--- config.mk ---
export PLATFORM = sky130hd
export DESIGN_NAME = fmov_pred_eval
export DESIGN_NICKNAME = d
export VERILOG_FILES = /design/src/rtl/fmov_pred_pkg.sv /design/src/rtl/fcc_pred.sv /design/src/rtl/icc_pred.sv /design/src/rtl/reg_pred.sv /design/src/rtl/fmov_pred_eval.sv
export SDC_FILE = /design/constraint.sdc
export NUM_CORES = 1
export LEC_CHECK = 0
export CORE_AREA = 3 3 74 76
export DETAILED_ROUTE_END_ITERATION = 10
export DIE_AREA = 0 0 77 79
export PLACE_DENSITY = 0.78
export SLEW_MARGIN = 20
export SYNTH_ARGS = -nofsm -noshare
export SYNTH_HDL_FRONTEND = slang
export SYNTH_HIERARCHICAL = 1
export SYNTH_SLANG_ARGS = --single-unit
--- constraint.sdc ---
create_clock -name clk_i -period 0.8 [get_ports clk_i]
set_input_delay 0.12 -clock clk_i [delete_from_list [all_inputs] [get_ports clk_i]]
set_output_delay 0.12 -clock clk_i [all_outputs]
set_load 0.1 [all_outputs]
--- src/rtl/fmov_pred_pkg.sv ---
package fmov_pred_pkg;
  typedef enum logic [1:0] {
    CLS_NONE = 2'd0,
    CLS_FCC  = 2'd1,
    CLS_INT  = 2'd2,
    CLS_REG  = 2'd3
  } pred_cls_e;

  localparam int unsigned FCC_N = 4;

  function automatic int unsigned fcc_lsb(input int unsigned idx);
    return (idx == 0) ? 10 : 30 + 2 * idx;
  endfunction
endpackage

--- src/rtl/fcc_pred.sv ---
module fcc_pred (
  input  logic [3:0] cond_i,
  input  logic [1:0] fcc_i,
  output logic       take_o
);
  logic lt, gt, un, eq, raw;
  always_comb begin
    eq = (fcc_i == 2'd0);
    lt = (fcc_i == 2'd1);
    gt = (fcc_i == 2'd2);
    un = (fcc_i == 2'd3);
    unique case (cond_i[2:0])
      3'd0: raw = 1'b0;
      3'd1: raw = !eq;
      3'd2: raw = lt | gt;
      3'd3: raw = un | lt;
      3'd4: raw = lt;
      3'd5: raw = un | gt;
      3'd6: raw = gt;
      default: raw = un;
    endcase
    take_o = raw ^ cond_i[3];
  end
endmodule

--- src/rtl/icc_pred.sv ---
module icc_pred (
  input  logic [3:0] cond_i,
  input  logic [3:0] nzvc_i,
  output logic       take_o
);
  logic n, z, v, c, raw;
  always_comb begin
    {n, z, v, c} = nzvc_i;
    unique case (cond_i[2:0])
      3'd0: raw = 1'b0;
      3'd1: raw = z;
      3'd2: raw = z | (n ^ v);
      3'd3: raw = n ^ v;
      3'd4: raw = c | z;
      3'd5: raw = c;
      3'd6: raw = n;
      default: raw = v;
    endcase
    take_o = raw ^ cond_i[3];
  end
endmodule

--- src/rtl/reg_pred.sv ---
module reg_pred #(
  parameter int unsigned XLEN = 64
) (
  input  logic [2:0]      rcond_i,
  input  logic [XLEN-1:0] val_i,
  output logic            take_o
);
  logic is_zero, is_neg, raw;
  always_comb begin
    is_zero = (val_i == '0);
    is_neg  = val_i[XLEN-1];
    unique case (rcond_i[1:0])
      2'd1: raw = is_zero;
      2'd2: raw = is_zero | is_neg;
      2'd3: raw = is_neg;
      default: raw = 1'b0;
    endcase
    take_o = raw ^ rcond_i[2];
  end
endmodule

--- src/rtl/fmov_pred_eval.sv ---
module fmov_pred_eval
  import fmov_pred_pkg::*;
#(
  parameter int unsigned XLEN     = 64,
  parameter int unsigned STATUS_W = 64
) (
  input  logic                clk_i,
  input  logic                rst_ni,
  input  logic                valid_i,
  input  logic [31:0]         insn_i,
  input  logic [STATUS_W-1:0] status_i,
  input  logic [7:0]          flags_i,
  input  logic [XLEN-1:0]     rs_val_i,
  output logic                valid_o,
  output logic                take_o,
  output logic [1:0]          cls_o
);
  localparam int unsigned FIDX_W = $clog2(FCC_N);

  logic [8:0] opf;
  logic       fmt_ok, is_fcc, is_int, is_reg;
  logic [1:0] fcc_arr [FCC_N];
  logic [1:0] fcc_sel;
  logic [3:0] nib;
  logic [XLEN-1:0] src_val;
  logic       t_fcc, t_int, t_reg, take_d;
  pred_cls_e  cls_d;

  assign opf    = insn_i[13:5];
  assign fmt_ok = (insn_i[31:30] == 2'b10) && (insn_i[24:19] == 6'h35);
  assign is_fcc = fmt_ok && !opf[8] && (opf[5:0] == 6'h03);
  assign is_int = fmt_ok &&  opf[8] && (opf[6:0] == 7'h03);
  assign is_reg = fmt_ok && !opf[8] && (opf[4:0] == 5'h07) && (opf[6:5] != 2'b00);

  for (genvar g = 0; g < FCC_N; g++) begin : g_fcc
    assign fcc_arr[g] = status_i[fcc_lsb(g) +: 2];
  end
  assign fcc_sel = fcc_arr[insn_i[12:11]];

  // 64-bit flags in upper nibble
  assign nib     = insn_i[12] ? flags_i[7:4] : flags_i[3:0];
  assign src_val = (insn_i[18:14] == 5'd0) ? '0 : rs_val_i;

  fcc_pred u_fcc (.cond_i(insn_i[17:14]), .fcc_i(fcc_sel), .take_o(t_fcc));
  icc_pred u_icc (.cond_i(insn_i[17:14]), .nzvc_i(nib),   .take_o(t_int));
  reg_pred #(.XLEN(XLEN)) u_reg (
    .rcond_i(insn_i[12:10]), .val_i(src_val), .take_o(t_reg)
  );

  always_comb begin
    if (is_fcc) begin
      cls_d = CLS_FCC;  take_d = t_fcc;
    end else if (is_int) begin
      cls_d = CLS_INT;  take_d = t_int;
    end else if (is_reg) begin
      cls_d = CLS_REG;  take_d = t_reg;
    end else begin
      cls_d = CLS_NONE; take_d = 1'b0;
    end
  end

  always_ff @(posedge clk_i or negedge rst_ni) begin
    if (!rst_ni) begin
      valid_o <= 1'b0;
      take_o  <= 1'b0;
      cls_o   <= CLS_NONE;
    end else begin
      valid_o <= valid_i;
      if (valid_i) begin
        take_o <= take_d;
        cls_o  <= cls_d;
      end
    end
  end

  logic unused_fidx;
  assign unused_fidx = ^FIDX_W;
endmodule

==> parameters.txt <==
Parameter                              Value

Synth
  Post-synth EDFFs    0
  Unique masters post-synth    37
  Cells after synthesis    153
  Most frequent cells after synthesis    66 x sky130_fd_sc_hd__nor2b_1, 14 x sky130_fd_sc_hd__nor4_1, 6 x sky130_fd_sc_hd__buf_2
  Total nets after synthesis    328
  Mean area per synthesized cell    7.67 um^2
  Total number of yosys warnings    6
  Primary FF master, synth    sky130_fd_sc_hd__dfrtp_1
  Portion of the post-synthesis area used by sequential elements    8.53%
  Area share of the leading cell type in the synthesized netlist    35.2%
  Dominant cells by area after synthesis    sky130_fd_sc_hd__nor2b_1 35%, sky130_fd_sc_hd__dfrtp_1 8.5%, sky130_fd_sc_hd__nor4_1 7.5%
  Library cell with the highest instance count after synthesis    sky130_fd_sc_hd__nor2b_1
  Post-synthesis cell type with the largest combined area    sky130_fd_sc_hd__nor2b_1
  Async S/R FF share, synth    100%
  Summed instance area of the synthesized netlist    1170 um^2
  FF+latch count, synth    4

Timing
  Final setup viols    7
  Ratio of final minimum period to clock period    335%
  Final worst path period need    2680 ps
  Upper clock frequency limit    374 MHz
  Clock skew after layout    0 ps
  Final count of hold timing violations    0
  Worst rel slew slack    79.3%
  Total Negative Setup Slacks    -2600 ps
  Unrepaired setup endpoints after global routing    true
  Max Slew Vio Count    0
  Least-Margin Pin Slew    308 ps
  Worst Setup Slack, final    -1880 ps

Layout
  Synthesis-to-layout area growth    142%
  Antenna diode count    0
  Share of layout cells above drive strength 1    28.7%
  Net count, final    462

Global routing
  Number of global-route vias before repair    1555
  GR Util All Layers    13.7%
  Wire length of the first global-routing pass    6.84 mm
  Pin count of the biggest net entering global routing    25
  Number of antenna violations at the first check in global routing    0
  Global-route congestion overflow total    0

Power and ir drop
  Register share of total power    11.8%
  Switching power summed over all nets    0.466 mW
  Proportion of power drawn by combinational gates    62.4%
  Clock power frac    25.8%
  Switching Share    26.3%
  Cell internal pwr    1.31 mW
  Maximum vdd ir drop    0.000373 V
  Leakage    1.13 nW
  Power density cells    623 nW/um^2

Clocking
  TritonCTS clock tree    built
  CTS Root Cell    sky130_fd_sc_hd__clkbuf_8
  Clock input transition at the sequential cells of the worst setup and hold paths    30 ps
  Total clock sinks    4
  Latest clock arrival within the worst-skew pair    220 ps
  Clock tree buffer depth    2
  H-tree depth reported by CTS    1
  Hold buffer count at cts    0
  TritonCTS buffer count    3

Floorplan
  Cell row count    25
  X dimension of the die    77 um
  Number of I/O pins    175
  Chip Height    79 um
  Full die area    6080 um^2
  Starting density of the core    24.5%
  CORE AREA    4790 um^2

Placed design
  Count of port buffers added during placement    108
  Final Wtd Congestion    0.768
  Worst setup slack before clock tree synthesis    -2480 ps
  HPWL after DPL    3.86 mm

Route
  Final routed DRC violation total    0
  Vias post-DR    1626
  Initial drt markers    75
  Antenna Nets Post-Route    0
  Number of detailed-route iterations in the first pass    4
  Avg Vias per Cell    4.61
  Routed WL    4.94 mm
  Wire per inst    14.0 um

Run status
  Violated checks    negative setup slack
  Outcome    complete, but fails checks

Critical path
  Endpoint class of the critical path    flop
  Ordered cell list for the critical path    clkbuf_2 -> or4_4 -> nor2_4 -> buf_12 -> clkbuf_16 -> nor2b_4 -> nor4_4 -> nand4_1 -> nor4_2 -> a22oi_1 -> xnor2_1 -> o211ai_1 -> o211a_1 -> o32ai_2
  Critical path's slowest cell    sky130_fd_sc_hd__or4_4
  Max FO, Critical Path    8
  Startpoint types    primary input
  Maximum cell stage delay along the critical path    530 ps
  Critical Setup Path Class    primary input to flop
  Data arrival, critical path    2800 ps
  Critical path required time    920 ps

Job
  Maximum Capacitance Violations    0

Min path
  Min-Delay Path Class    primary input to async pin
==> metrics by stage <==
step / hold slack (ps) / power (mW) / area [um^2] / utilization [%] / instances
floorplan: -176 / 0.578 / 1190 / - / 153
global placement: 334 / 1.21 / 2510 / 52.4 / 340
detailed placement: 341 / 1.23 / 2510 / 52.4 / 340
CTS: 107 / 1.72 / 2630 / 54.9 / 347
global route: 110 / 1.87 / 2840 / 59.4 / 353
finish: 104 / 1.77 / 2840 / 59.4 / 353
==> critical path, delay by kind of cell <==
family / cells / cell delay, ps
and+or+nand+nor: 6 / 1410
AOI/OAI and AO/OA: 4 / 690
buffers and inverters: 3 / 390
xor gates and xnor gates: 1 / 170
==> power by group through the flow <==
stage / combinational (mW) / sequential, mW / clock (mW)
finish: 1.10 / 0.209 / 0.457
global route: 1.19 / 0.210 / 0.475
CTS: 1.04 / 0.210 / 0.466
detailed placement: 1.02 / 0.212 / 0
global placement: 1.00 / 0.211 / 0
floorplan: 0.348 / 0.229 / 0
==> placed cells by master, fill, tap and decap left out, drive strengths merged, types with 2 or more instances in the layout <==
master | Yosys | routed
xor2 | 3 | 3
o21ai | 4 | 4
clkbuf | 1 | 10
clkdlybuf4s15 | 0 | 2
inv | 5 | 5
dlygate4sd2 | 0 | 7
mux4 | 3 | 3
o32ai | 2 | 2
nor4bb | 2 | 2
dfrtp | 4 | 4
nand2b | 2 | 2
a21oi | 2 | 2
ha | 4 | 4
nor2 | 2 | 2
nor2b | 66 | 66
nand4 | 4 | 4
xnor2 | 3 | 3
mux2 | 4 | 4
nand2 | 2 | 2
nor4 | 18 | 18
clkdlybuf4s50 | 0 | 83
and3 | 2 | 2
buf | 6 | 37
==> registers in the layout, indices dropped and copies added (netlist names) <==
| name | flops |
|---|---|
| cls_o | 2 |
| take_o | 1 |
| valid_o | 1 |
==> what timing repair did <==
action | 4_1_cts | 5_1_grt
gates cloned | 0 | 4
resized for setup | 62 | 29
endpoints found under the setup margin | 7 | 7
hold endpoints to repair | 0 | 0
buffers inserted | 3 | 3
pin swaps | 2 | 16
==> path summary, 6_finish.rpt <==
| check | startpoint | end | cells past startpoint | slack, ps |
|---|---|---|---|---|
| min in group clk_i | valid_i | valid_o$_DFF_PN0_ | 2 | 140 |
| worst max-delay path | insn_i[18] | take_o$_DFFE_PN0P_ | 14 | -1880 |
| worst min-delay path | rst_ni | cls_o[1]$_DFFE_PN0P_ | 1 | 100 |
| max in group asynchronous | rst_ni | valid_o$_DFF_PN0_ | 1 | 510 |
| worst min register to register | cls_o[0]$_DFFE_PN0P_ | cls_o[0]$_DFFE_PN0P_ | 2 | 600 |
| worst max register to register | cls_o[1]$_DFFE_PN0P_ | cls_o[1]$_DFFE_PN0P_ | 3 | -30 |
==> logic make-up after synthesis <==
group / share of synthesized area, %
xor+xnor: 4.48
fa+ha+maj: 4.26
flops: 8.53
mux: 10.4
buf+inv: 4.48
simple gates: 59.7
compound gates: 8.10
==> layout make-up <==
| type | count | area, um^2 |
|---|---|---|
| sequential | 4 | 109 |
| multi-input combinational | 137 | 1160 |
| fill | 416 | 1940 |
| clock buffer | 4 | 45.0 |
| timing repair buffer | 136 | 1430 |
| tap | 67 | 83.8 |
| inverter | 5 | 18.8 |
==> layer usage <==
metal / vias to the layer above / GRT usage (%) / part of all wire [%]
met5: - / 0 / 0
met1: 747 / 14.3 / 37
met2: 58 / 28.5 / 57
met3: 6 / 1.59 / 5.0
li1: 815 / - / -
met4: 0 / 3.56 / 1.3
Note: power is estimated with default switching activity, not from simulation.
